### config.mk
export PLATFORM = sky130hd
export DESIGN_NAME = usb_eop_detector
export DESIGN_NICKNAME = d
export VERILOG_FILES = /design/src/rtl/usb_eop_detector.sv
export SDC_FILE = /design/constraint.sdc
export NUM_CORES = 1
export LEC_CHECK = 0
export ABC_CLOCK_PERIOD_IN_PS = 3700
export BUFFER_PORTS_ARGS = -buffer_cell sky130_fd_sc_hd__buf_4
export CORE_UTILIZATION = 40
export DETAILED_ROUTE_END_ITERATION = 10
export GPL_TIMING_DRIVEN = 0
export SLEW_MARGIN = 25
export SYNTH_ARGS = -nofsm -noshare
export SYNTH_HDL_FRONTEND = slang
export SYNTH_SLANG_ARGS = --single-unit
### constraint.sdc
create_clock -name clk -period 3.7 [get_ports clk]
set_input_delay 0.925 -clock clk [delete_from_list [all_inputs] [get_ports clk]]
set_output_delay 0.925 -clock clk [all_outputs]
set_load 0.02 [all_outputs]
### src/rtl/usb_eop_detector.sv
module usb_eop_detector #(
  parameter int SAMPLE_PS = 20000,
  parameter int FS_SE0_PS = 60000,
  parameter int LS_SE0_PS = 300000
) (
  input  logic       clk,
  input  logic       rst_n,
  input  logic       low_speed_i,
  input  logic       dp_i,
  input  logic       dm_i,
  output logic       eop_o,
  output logic       bad_eop_o,
  output logic [5:0] status_o,
  output logic [2:0] state_o
);

  localparam int FS_MIN  = (FS_SE0_PS + SAMPLE_PS - 1) / SAMPLE_PS;
  localparam int LS_MIN  = (LS_SE0_PS + SAMPLE_PS - 1) / SAMPLE_PS;
  localparam int CNT_MAX = (FS_MIN > LS_MIN) ? FS_MIN : LS_MIN;
  localparam int CW      = $clog2(CNT_MAX + 1);

  localparam logic [2:0] ST_IDLE  = 3'b000;
  localparam logic [2:0] ST_F1    = 3'b100;
  localparam logic [2:0] ST_F2    = 3'b010;
  localparam logic [2:0] ST_F3    = 3'b110;
  localparam logic [2:0] ST_EOP   = 3'b001;
  localparam logic [2:0] ST_S1    = 3'b101;
  localparam logic [2:0] ST_S2    = 3'b011;
  localparam logic [2:0] ST_BAD   = 3'b111;
  localparam logic [5:0] BAD_CODE = 6'b110111;

  logic [2:0]    state_q, state_d;
  logic [CW-1:0] cnt_q, cnt_d;

  wire se0       = !dp_i && !dm_i;
  wire is_j      = low_speed_i ? (!dp_i && dm_i) : (dp_i && !dm_i);
  wire slow_fam  = (state_q == ST_S1) || (state_q == ST_S2);
  wire fast_fam  = (state_q == ST_F1) || (state_q == ST_F2) || (state_q == ST_F3);
  wire in_se0    = slow_fam || fast_fam;
  wire long_fast = cnt_q >= CW'(FS_MIN);
  wire long_slow = cnt_q >= CW'(LS_MIN);
  wire se0_valid = slow_fam ? long_slow : long_fast;
  wire [CW-1:0] cnt_inc = (cnt_q == CW'(CNT_MAX)) ? cnt_q : cnt_q + 1'b1;

  always_comb begin
    state_d = state_q;
    cnt_d   = cnt_q;
    if (state_q == ST_IDLE) begin
      if (se0) begin
        state_d = low_speed_i ? ST_S1 : ST_F1;
        cnt_d   = CW'(1);
      end
    end else if (in_se0) begin
      if (se0) begin
        cnt_d = cnt_inc;
        case (state_q)
          ST_F1:   state_d = ST_F2;
          ST_F2:   state_d = ST_F3;
          ST_S1:   state_d = ST_S2;
          default: state_d = state_q;
        endcase
      end else begin
        cnt_d = '0;
        if (!se0_valid) state_d = ST_IDLE;
        else            state_d = is_j ? ST_EOP : ST_BAD;
      end
    end else begin
      state_d = ST_IDLE;
      cnt_d   = '0;
    end
  end

  always_ff @(posedge clk) begin
    if (!rst_n) begin
      state_q <= ST_IDLE;
      cnt_q   <= '0;
    end else begin
      state_q <= state_d;
      cnt_q   <= cnt_d;
    end
  end

  assign eop_o     = (state_q == ST_EOP) || (state_q == ST_BAD);
  assign bad_eop_o = (state_q == ST_BAD);
  assign status_o  = bad_eop_o ? BAD_CODE : 6'b000000;
  assign state_o   = state_q;

  AST_EOP_SINGLE: assert property (@(posedge clk) disable iff (!rst_n)
    eop_o |=> !eop_o);
  AST_BACK_TO_IDLE: assert property (@(posedge clk) disable iff (!rst_n)
    eop_o |=> (state_o == ST_IDLE));
  AST_BAD_WITH_EOP: assert property (@(posedge clk) disable iff (!rst_n)
    bad_eop_o |-> eop_o);
  AST_EOP_AFTER_SE0: assert property (@(posedge clk) disable iff (!rst_n)
    $rose(eop_o) |-> $past(in_se0) && !$past(se0));
  AST_GOOD_NEEDS_J: assert property (@(posedge clk) disable iff (!rst_n)
    $rose(eop_o) && !bad_eop_o |-> $past(is_j));
  AST_STATUS_QUIET: assert property (@(posedge clk) disable iff (!rst_n)
    !bad_eop_o |-> (status_o == 6'b000000));

endmodule

# ---- Word-level counts from Yosys, hierarchy flattened
# Cells that the tools add are included.
dict set report classes {
  n_mux 16
  eq_ne 11
  addsub 1
  reduce_logical 13
  magnitude_cmp 2
}
# cell count
set ops {}
lappend ops {{two-way mux 4 bit} 5}
lappend ops {{two-way mux 3 bit} 6}
lappend ops {{equality test 3 bit (second input constant)} 4}
lappend ops {{case mux 3 bit (3 select lines)} 1}
lappend ops {{equality test 3 x 2 -> 1 bit (second input constant)} 2}
lappend ops {{two-way mux 6 bit} 1}
lappend ops {{!= test 6 x 2 -> 1 bit (second input constant)} 1}
lappend ops {{logical OR 1 bit} 5}
lappend ops {{adder 4 x 1 -> 4 bit (second input constant)} 1}
lappend ops {{equality test 4 bit (second input constant)} 1}
lappend ops {{>= comparator 4 x 2 -> 1 bit (second input constant)} 1}
lappend ops {{>= comparator 4 bit (second input constant)} 1}
lappend ops {{!= test 4 x 3 -> 1 bit (second input constant)} 1}
lappend ops {{AND reduction 2 bit} 2}
lappend ops {{equality test 3 x 1 -> 1 bit (second input constant)} 1}
lappend ops {{logical AND 1 bit} 3}
lappend ops {{logical NOT 3 bit} 1}
lappend ops {{two-way mux 1 bit} 3}
lappend ops {{logical NOT 1 bit} 2}
lappend ops {{!= test 2 bit (second input constant)} 1}
dict set report totals {
  in_bits 5
  register_bits 7
}

# ---- Logic depth before layout (Yosys ltp)
# Gate-level depths: netlist of run 1.
dict set report logic_depth {
  depth_word 8
  depth_mapped 5
  mapped_depth_nobuf 5
}

# ---- Worst setup path before layout of run 1
# No wires, ideal clock.
dict set report synth_path {
  path_type {reg2out}
  from {register state_q[0] (netlist: state_o[0])}
  to {output status_o[0]}
  slack_ns 1.507
  arrival_time_ns 1.268
  stages_incl_launch_ff 4
  t_required_ns 2.775
  cell_sequence {dfxtp_1 > buf_2 > and3_1 > buf_4}
}
dict set report synth_via {
  elab_chain_cells 2
}
# element line_no
set synth_rtl {}
lappend synth_rtl {{start, declared} 32} ;# logic [2:0] state_q, state_d;
lappend synth_rtl {{start signal, assigned} 78} ;# state_q <= state_d;
lappend synth_rtl {{equality test 3 bit} 84} ;# assign bad_eop_o = (state_q == ST_BAD);
lappend synth_rtl {{net bad_eop_o} 12} ;# output logic bad_eop_o,
lappend synth_rtl {{two-way mux 6 bit} 85} ;# assign status_o = bad_eop_o ? BAD_CODE : 6'b000000;
lappend synth_rtl {{end, declared} 13} ;# output logic [5:0] status_o,
# The timed path passes the listed nets, and every way through them passes these cells.

# ---- Worst setup path after layout of run 1
dict set report layout_path {
  from {register state_q[2] (netlist: state_o[2])}
  to {output status_o[4]}
}
dict set report layout_via {
  elab_chain_cells 2
}
# element line_no
set layout_rtl {}
lappend layout_rtl {{equality test 3 bit} 84}
lappend layout_rtl {{two-way mux 6 bit} 85}
# Every way passes these cells.

==> results of run 1 <==
[area by class of cell]
cell class / instances / area [um^2]
fillers: 121 / 487
multi-input cells: 50 / 323
flip-flops and latches: 7 / 140
repair buffers: 14 / 105
plain buffers: 8 / 61.3
clock buffers: 4 / 26.3
well taps: 14 / 17.5
inverters: 3 / 11.3
[worst max-delay path by stage]
stage / to / slack [ns]
after floorplan: status_o[0] / 1.51
after global placement: cnt_q[0]$_SDFFE_PN0P_ / 1.48
after detailed placement: cnt_q[0]$_SDFFE_PN0P_ / 1.47
after CTS: status_o[2] / 1.33
after global routing: status_o[1] / 1.23
final: status_o[4] / 1.34
[kinds of logic after synthesis]
logic type,count (synthesis),share of synthesized area [%]
adders and majority gates,1,2.34
xor gates and xnor gates,1,1.64
DFF,7,26.2
other,1,0.700
and+or+nand+nor,25,27.1
buffers and inverters,11,13.5
AOI/OAI and AO/OA,21,26.6
muxes,1,1.87
[power breakdown]
| group | switching, mW | internal (mW) |
|---|---|---|
| sequential | 0.00185 | 0.0770 |
| combinational | 0.0125 | 0.0114 |
| clock | 0.0274 | 0.0411 |
| total | 0.0417 | 0.129 |
[synth_stat cells, types with 2 or more instances]
library cell	instances	area share (%)
nand3b_1	2	2.8
nor3_1	2	1.9
nand2_1	4	2.8
dfxtp_1	7	26
inv_1	3	2.1
o21ai_0	3	2.8
buf_4	6	8.4
nor3b_1	2	2.8
nor2_1	6	4.2
and3_1	2	2.3
a21oi_1	8	7.5
[flip-flops by register name, summed over array words and instances (netlist names)]
register / cells
state_o: 3
cnt_q: 4
[metal layers]
metal / up-vias / global-route usage [%] / part of all wire, %
met5: - / 0 / 0
met3: 0 / 10.4 / 6.0
met2: 19 / 29.2 / 42
met1: 234 / 24.2 / 52
met4: 0 / 5.17 / 0
li1: 279 / - / -
[critical path, delay by kind of cell (launching register included)]
family / cells / cell delay (ns)
flops: 1 / 0.47
simple gates: 1 / 0.41
buf+inv: 2 / 0.30
[through the flow]
stage,area (um^2),cells,utilization (%),hold WS [ns]
4_1_cts,684,100,58.4,0.484
6_report,684,100,58.4,0.479
3_3_place_gp,658,96,56.2,0.469
5_1_grt,684,100,58.4,0.536
2_1_floorplan,536,68,-,0.449
3_5_place_dp,658,96,56.2,0.477
==> results.json, run 1 <==
{
  "status": "complete, no violations",
  "hold_violations": 0,
  "async_flop_share_pct": 0,
  "antenna_found_initial": 0,
  "grt_pass1_vias": 450,
  "grt_max_degree": 10,
  "pre_cts_ws_ns": 1.47,
  "drtIter0Drc": 21,
  "pwr_density_cell_nw_per_um2": 250,
  "maxCapViolations": 0,
  "ctsResizeCount": 0,
  "reg2reg_slack_ns": 2.09,
  "cts_sinks": 7,
  "area.growth.synth_to_final_pct": 27.8,
  "portBuffers": 14,
  "dp_hpwl_um": 866,
  "cts.reportedPaths.clkPinSlew_ns": 0.05,
  "ys_types": 34,
  "clock-skew-final_ns": 0.00415,
  "holdPathEnd": "cnt_q[1]$_SDFFE_PN0P_",
  "end_kind": "output port",
  "gp_congestion": 0.773,
  "max-vdd-ir-drop_mv": 0.214,
  "hold_class": "flop to flop",
  "totalWireLength_mm": 1.19,
  "die-width_um": 38.6,
  "worst-endpoint-arrival_ns": 1.43,
  "p_leak_nw": 0.323,
  "hold_buffers": 0,
  "slew_violations": 0,
  "critPathMaxStageDelay_ns": 0.47,
  "setup_viol": 0,
  "post_cts_buffers": 0,
  "root_buffer": "clkbuf_4",
  "fmax_ghz": 0.424,
  "layout_commonest_cell": "buf_4",
  "drc": 0,
  "crit_path_frequent_cell": "buf_4",
  "core_um2": 1170,
  "r2r-start": "state_o[0]$_SDFFE_PN0P_",
  "die_y_um": 38.6,
  "min_delay_path_depth": 2,
  "grt_setup_unrepaired": "false",
  "synth_seq_cells": 7,
  "clock_latency_ns": 0.25,
  "worstSetupPathType": "flop to output port",
  "max-clock-path-buffers": 2,
  "yosys_warnings": 0,
  "drt-pass1-iter-count": 4,
  "rr_endpoint": "cnt_q[0]$_SDFFE_PN0P_",
  "post_synth.cell_area_avg_um2": 7.88,
  "drtAntennaViolNets": 0,
  "drive_above_1_share_pct": 32.6,
  "layout_setup_ws_ns": 1.34,
  "num_vias": 532,
  "worst_path_max_delay_cell": "dfxtp_1",
  "cts_tree": "yes",
  "synthesis.nets": 74,
  "cp_max_fo": 8,
  "numCtsBuffers": 3,
  "row_count": 12,
  "netlist_area_um2": 536,
  "seq_area_frac_synth_pct": 26.2,
  "grt_overflow_total": 0,
  "synthFlopType": "dfxtp_1",
  "path_cells": "and3_1, buf_4, buf_4",
  "wl_per_cell_um": 11.9,
  "period_share_pct": 63.7,
  "fin_tns_setup_ns": 0,
  "crit_path_start": "state_o[2]$_SDFFE_PN0P_",
  "reg2reg_depth": 5,
  "cp.required_ns": 2.77,
  "die_area_um2": 1490,
  "initial_utilization_pct": 45.7,
  "fin_crit_ns": 2.36,
  "synth_edf_count": 0,
  "most-common-layout-cells": "20 x buf_4, 8 x a21oi_1, 7 x dfxtp_1",
  "synthCells": 68,
  "ios": 16,
  "track_usage_pct": 19.5,
  "start_kind": "flop",
  "nNetsFinal": 93,
  "power_uw": 171,
  "hold_path_startpoint": "cnt_q[1]$_SDFFE_PN0P_",
  "grt_pass1_wl_mm": 1.92,
  "cts-htree-levels": 1,
  "viasPerCell": 5.32,
  "n_antenna_cell": 0
}
No activity file was read; power rests on OpenSTA's default activity.
==> inputs of run 2 (changes only) <==
ABC_CLOCK_PERIOD_IN_PS = 1920   (was 3700)
PLACE_DENSITY = 0.67   (was not set)
clock period = 1.92 ns   (was 3.7 ns; I/O delays follow)
==> run 2 against run 1 <==
Effect of this change: sequential power grew 93%; die area did not move; non-clock buffer count unchanged; clock skew increased by 0.0019 ns.
==> results.json, run 2 (synthesized netlist as in run 1, its figures left out) <==
{
  "worst_path_max_delay_cell": "dfxtp_1",
  "slew_violations": 0,
  "max-clock-path-buffers": 2,
  "period_share_pct": 94.6,
  "cts_tree": "yes",
  "totalWireLength_mm": 1.16,
  "drive_above_1_share_pct": 33.7,
  "placed_cells": 96,
  "die_area_um2": 1490,
  "cts-htree-levels": 1,
  "register_area_um2": 140,
  "cts_sinks": 7,
  "worst-endpoint-arrival_ns": 1.34,
  "drtIter0Drc": 13,
  "die-width_um": 38.6,
  "fin_tns_setup_ns": 0,
  "track_usage_pct": 19.0,
  "clock-skew-final_ns": 0.00603,
  "drtAntennaViolNets": 0,
  "p_leak_nw": 0.322,
  "numCtsBuffers": 3,
  "pwr_density_cell_nw_per_um2": 486,
  "worstSetupPathType": "flop to output port",
  "setup_viol": 0,
  "portBuffers": 14,
  "wl_per_cell_um": 11.6,
  "multi_input_area_um2": 324,
  "grt_max_degree": 10,
  "clock_latency_ns": 0.25,
  "fmax_ghz": 0.550,
  "layout_commonest_cell": "buf_4",
  "grt_pass1_vias": 463,
  "area.growth.synth_to_final_pct": 28.0,
  "place_area_um2": 658,
  "num_vias": 523,
  "path_cells": "buf_2, and3_2, buf_4, buf_4",
  "die_y_um": 38.6,
  "nNetsFinal": 93,
  "start_kind": "flop",
  "fin_cells": 100,
  "cts.reportedPaths.clkPinSlew_ns": 0.06,
  "viasPerCell": 5.23,
  "ios": 16,
  "max-vdd-ir-drop_mv": 0.320,
  "gp_congestion": 0.766,
  "hold_violations": 0,
  "crit_path_frequent_cell": "buf_4",
  "root_buffer": "clkbuf_4",
  "most-common-layout-cells": "20 x buf_4, 8 x a21oi_1, 7 x dfxtp_1",
  "initial_utilization_pct": 45.7,
  "end_kind": "output port",
  "layout_setup_ws_ns": 0.103,
  "fin_area_um2": 686,
  "fill_cells": 120,
  "cpLargestDelayFamily": "buffers and inverters",
  "cp.required_ns": 1.44,
  "antenna_found_initial": 0,
  "n_antenna_cell": 0,
  "largest_reg_flops": 4,
  "fin_crit_ns": 1.82,
  "core_um2": 1170,
  "post_cts_buffers": 0,
  "grt_setup_unrepaired": "false",
  "dp_hpwl_um": 886,
  "drc": 0,
  "cp_max_fo": 9,
  "top_register": "cnt_q",
  "hold_class": "flop to flop",
  "power_uw": 333,
  "grt_pass1_wl_mm": 1.93,
  "drt-pass1-iter-count": 4,
  "status": "complete, no violations",
  "critPathMaxStageDelay_ns": 0.32,
  "path_buf_inv": 3,
  "row_count": 12,
  "grt_overflow_total": 0,
  "pre_cts_ws_ns": 0.150,
  "maxCapViolations": 0
}
==> run 2: stage by stage <==
stage | hold slack, ns | util (%)
floorplan | 0.449 | -
global placement | 0.470 | 56.2
detailed placement | 0.483 | 56.2
CTS | 0.491 | 58.5
global route | 0.514 | 58.5
finish | 0.493 | 58.5
==> run 2: path summary, 6_finish.rpt <==
kind	from	to	slack, ns	depth (start not counted)
worst min-delay path	cnt_q[1]$_SDFFE_PN0P_	cnt_q[1]$_SDFFE_PN0P_	0.49	2
worst max-delay path	state_o[0]$_SDFFE_PN0P_	status_o[0]	0.10	4
worst min register to register	cnt_q[1]$_SDFFE_PN0P_	cnt_q[1]$_SDFFE_PN0P_	0.49	2
worst max register to register	state_o[0]$_SDFFE_PN0P_	cnt_q[0]$_SDFFE_PN0P_	0.37	5
==> run 2: layer usage <==
layer,wire [um],global-route usage [%],vias to the layer above
met5,0,0,-
met4,0,2.59,0
met3,69,8.67,0
met2,490,27.9,13
met1,598,25.9,232
li1,-,-,278
==> run 2: layout make-up <==
| cell class | count | share of cell area [%] |
|---|---|---|
| buffer | 8 | 8.94 |
| clock buffer | 4 | 3.83 |
| inverter | 3 | 1.64 |
| multi-input combinational | 50 | 47.3 |
| sequential | 7 | 20.4 |
| tap | 14 | 2.55 |
| timing repair buffer | 14 | 15.3 |
==> run 2: repair_timing <==
| action | CTS | global route |
|---|---|---|
| setup endpoints to repair | 5 | 0 |
| hold buffers | 0 | 0 |
| gates resized for setup | 1 | 0 |
| endpoints found under the hold margin | 0 | 0 |
==> run 2: tightest hold or removal path, stage by stage, from the launching register on <==
cell	delay [ns]
dfxtp_1	0.32
nand2_1	0.05
o21ai_0	0.06
==> run 2: report_power, final <==
part           leakage, nW  internal (mW)  switching (mW)
Sequential          0.0567          0.148         0.00342
Clock               0.0150         0.0795          0.0569
Combinational        0.250         0.0219          0.0236
Total                0.322          0.250          0.0839
==> inputs of run 3 (changes only) <==
CORE_MARGIN = 4   (was not set)
==> run 3 against run 2 <==
Effect of this change: flip-flop and latch count did not move; sequential share of layout area did not move; hold slack got worse by 0.023 ns; clock power fell by 4%; die area rose by 34%; critical path type unchanged; critical endpoint is now status_o[4]; largest cell class unchanged; highest routed layer unchanged.
==> results.json, run 3 (synthesized netlist as in run 1, its figures left out) <==
{
  "grt_setup_unrepaired": "false",
  "totalWireLength_mm": 1.17,
  "drtIter0Drc": 7,
  "ios": 16,
  "dp_hpwl_um": 931,
  "antenna_found_initial": 0,
  "layout_commonest_cell": "buf_4",
  "setup_viol": 0,
  "largest_reg_flops": 4,
  "drc": 0,
  "max-clock-path-buffers": 2,
  "nNetsFinal": 93,
  "multi_input_area_um2": 324,
  "gp_congestion": 0.802,
  "die_y_um": 44.6,
  "pwr_density_cell_nw_per_um2": 479,
  "die-width_um": 44.6,
  "crit_path_start": "state_o[0]$_SDFFE_PN0P_",
  "num_vias": 547,
  "reg2reg_slack_ns": 0.37,
  "fin_cells": 100,
  "grt_max_degree": 10,
  "track_usage_pct": 12.8,
  "grt_pass1_wl_mm": 1.89,
  "grt_overflow_total": 0,
  "drt-pass1-iter-count": 4,
  "end_kind": "output port",
  "core_um2": 1190,
  "cp_max_fo": 9,
  "clock-skew-final_ns": 0.000604,
  "top_register": "cnt_q",
  "cts.reportedPaths.clkPinSlew_ns": 0.05,
  "start_kind": "flop",
  "most-common-layout-cells": "20 x buf_4, 8 x a21oi_1, 7 x dfxtp_1",
  "max-vdd-ir-drop_mv": 0.304,
  "cts_tree": "yes",
  "fin_tns_setup_ns": 0,
  "power_uw": 328,
  "status": "complete, no violations",
  "hold_violations": 0,
  "placed_cells": 96,
  "initial_utilization_pct": 45.1,
  "drive_above_1_share_pct": 33.7,
  "portBuffers": 14,
  "fin_crit_ns": 1.80,
  "clock_latency_ns": 0.25,
  "worst-endpoint-arrival_ns": 1.32,
  "viasPerCell": 5.47,
  "maxCapViolations": 0,
  "area.growth.synth_to_final_pct": 28.0,
  "wl_per_cell_um": 11.7,
  "row_count": 12,
  "slew_violations": 0,
  "hold_path_startpoint": "cnt_q[1]$_SDFFE_PN0P_",
  "cp.required_ns": 1.44,
  "grt_pass1_vias": 458,
  "cts_sinks": 7,
  "r2r-start": "state_o[0]$_SDFFE_PN0P_",
  "hold_class": "flop to flop",
  "worstSetupPathType": "flop to output port",
  "fmax_ghz": 0.556,
  "numCtsBuffers": 3,
  "p_leak_nw": 0.322,
  "register_area_um2": 140,
  "die_area_um2": 1990,
  "period_share_pct": 93.7,
  "root_buffer": "clkbuf_4",
  "cts-htree-levels": 1,
  "drtAntennaViolNets": 0,
  "fill_cells": 122,
  "n_antenna_cell": 0
}
[run 3: cell counts in the layout (fill, tap and decap cells not counted)]
No cell type changed its count.
[run 3: power by group]
part / switching, mW / leakage, nW / internal (mW) / total (mW)
logic: 0.0239 / 0.250 / 0.0220 / 0.0459
clock network: 0.0514 / 0.0150 / 0.0791 / 0.131
registers: 0.00338 / 0.0567 / 0.148 / 0.152
total: 0.0787 / 0.322 / 0.249 / 0.328
[run 3: area by class of cell]
cell class | count | share of cell area, %
Inverter | 3 | 1.64
Tap cell | 14 | 2.55
Buffer | 8 | 8.94
Sequential cell | 7 | 20.4
Multi-Input combinational cell | 50 | 47.3
Clock buffer | 4 | 3.83
Timing Repair Buffer | 14 | 15.3
[run 3: repair_timing]
action	4_1_cts	5_1_grt
hold buffers	0	0
setup buffers	0	0
resized for setup	1	0
endpoints found under the setup margin	5	0
[run 3: critical path, cell delays in order, from the launching register on]
cell	delay [ns]
dfxtp_1	0.32
buf_2	0.18
and3_2	0.31
buf_4	0.14
buf_4	0.12
[run 3: through the flow]
step / worst slack, ns / hold slack (ns) / instance area, um^2 / utilization [%]
after floorplan: 0.172 / 0.449 / 536 / -
after global placement: 0.148 / 0.470 / 658 / 55.5
after detailed placement: 0.150 / 0.469 / 658 / 55.5
after CTS: 0.0985 / 0.476 / 686 / 57.8
after global routing: 0.0289 / 0.520 / 686 / 57.8
final: 0.121 / 0.470 / 686 / 57.8
[run 3: worst paths after layout]
check                                              to  cells after the start
worst max-delay path                      status_o[4]                      4
worst min-delay path            cnt_q[1]$_SDFFE_PN0P_                      2
worst max register to register  cnt_q[0]$_SDFFE_PN0P_                      5
worst min register to register  cnt_q[1]$_SDFFE_PN0P_                      2
[run 3: layer usage]
layer	track usage (%)	share of wire [%]	wire length [um]	vias to the layer above
met5	0	0	0	-
met4	1.81	0	0	0
met3	6.10	6.9	80	0
met2	18.6	46	537	19
met1	17.3	47	549	248
li1	-	-	-	280
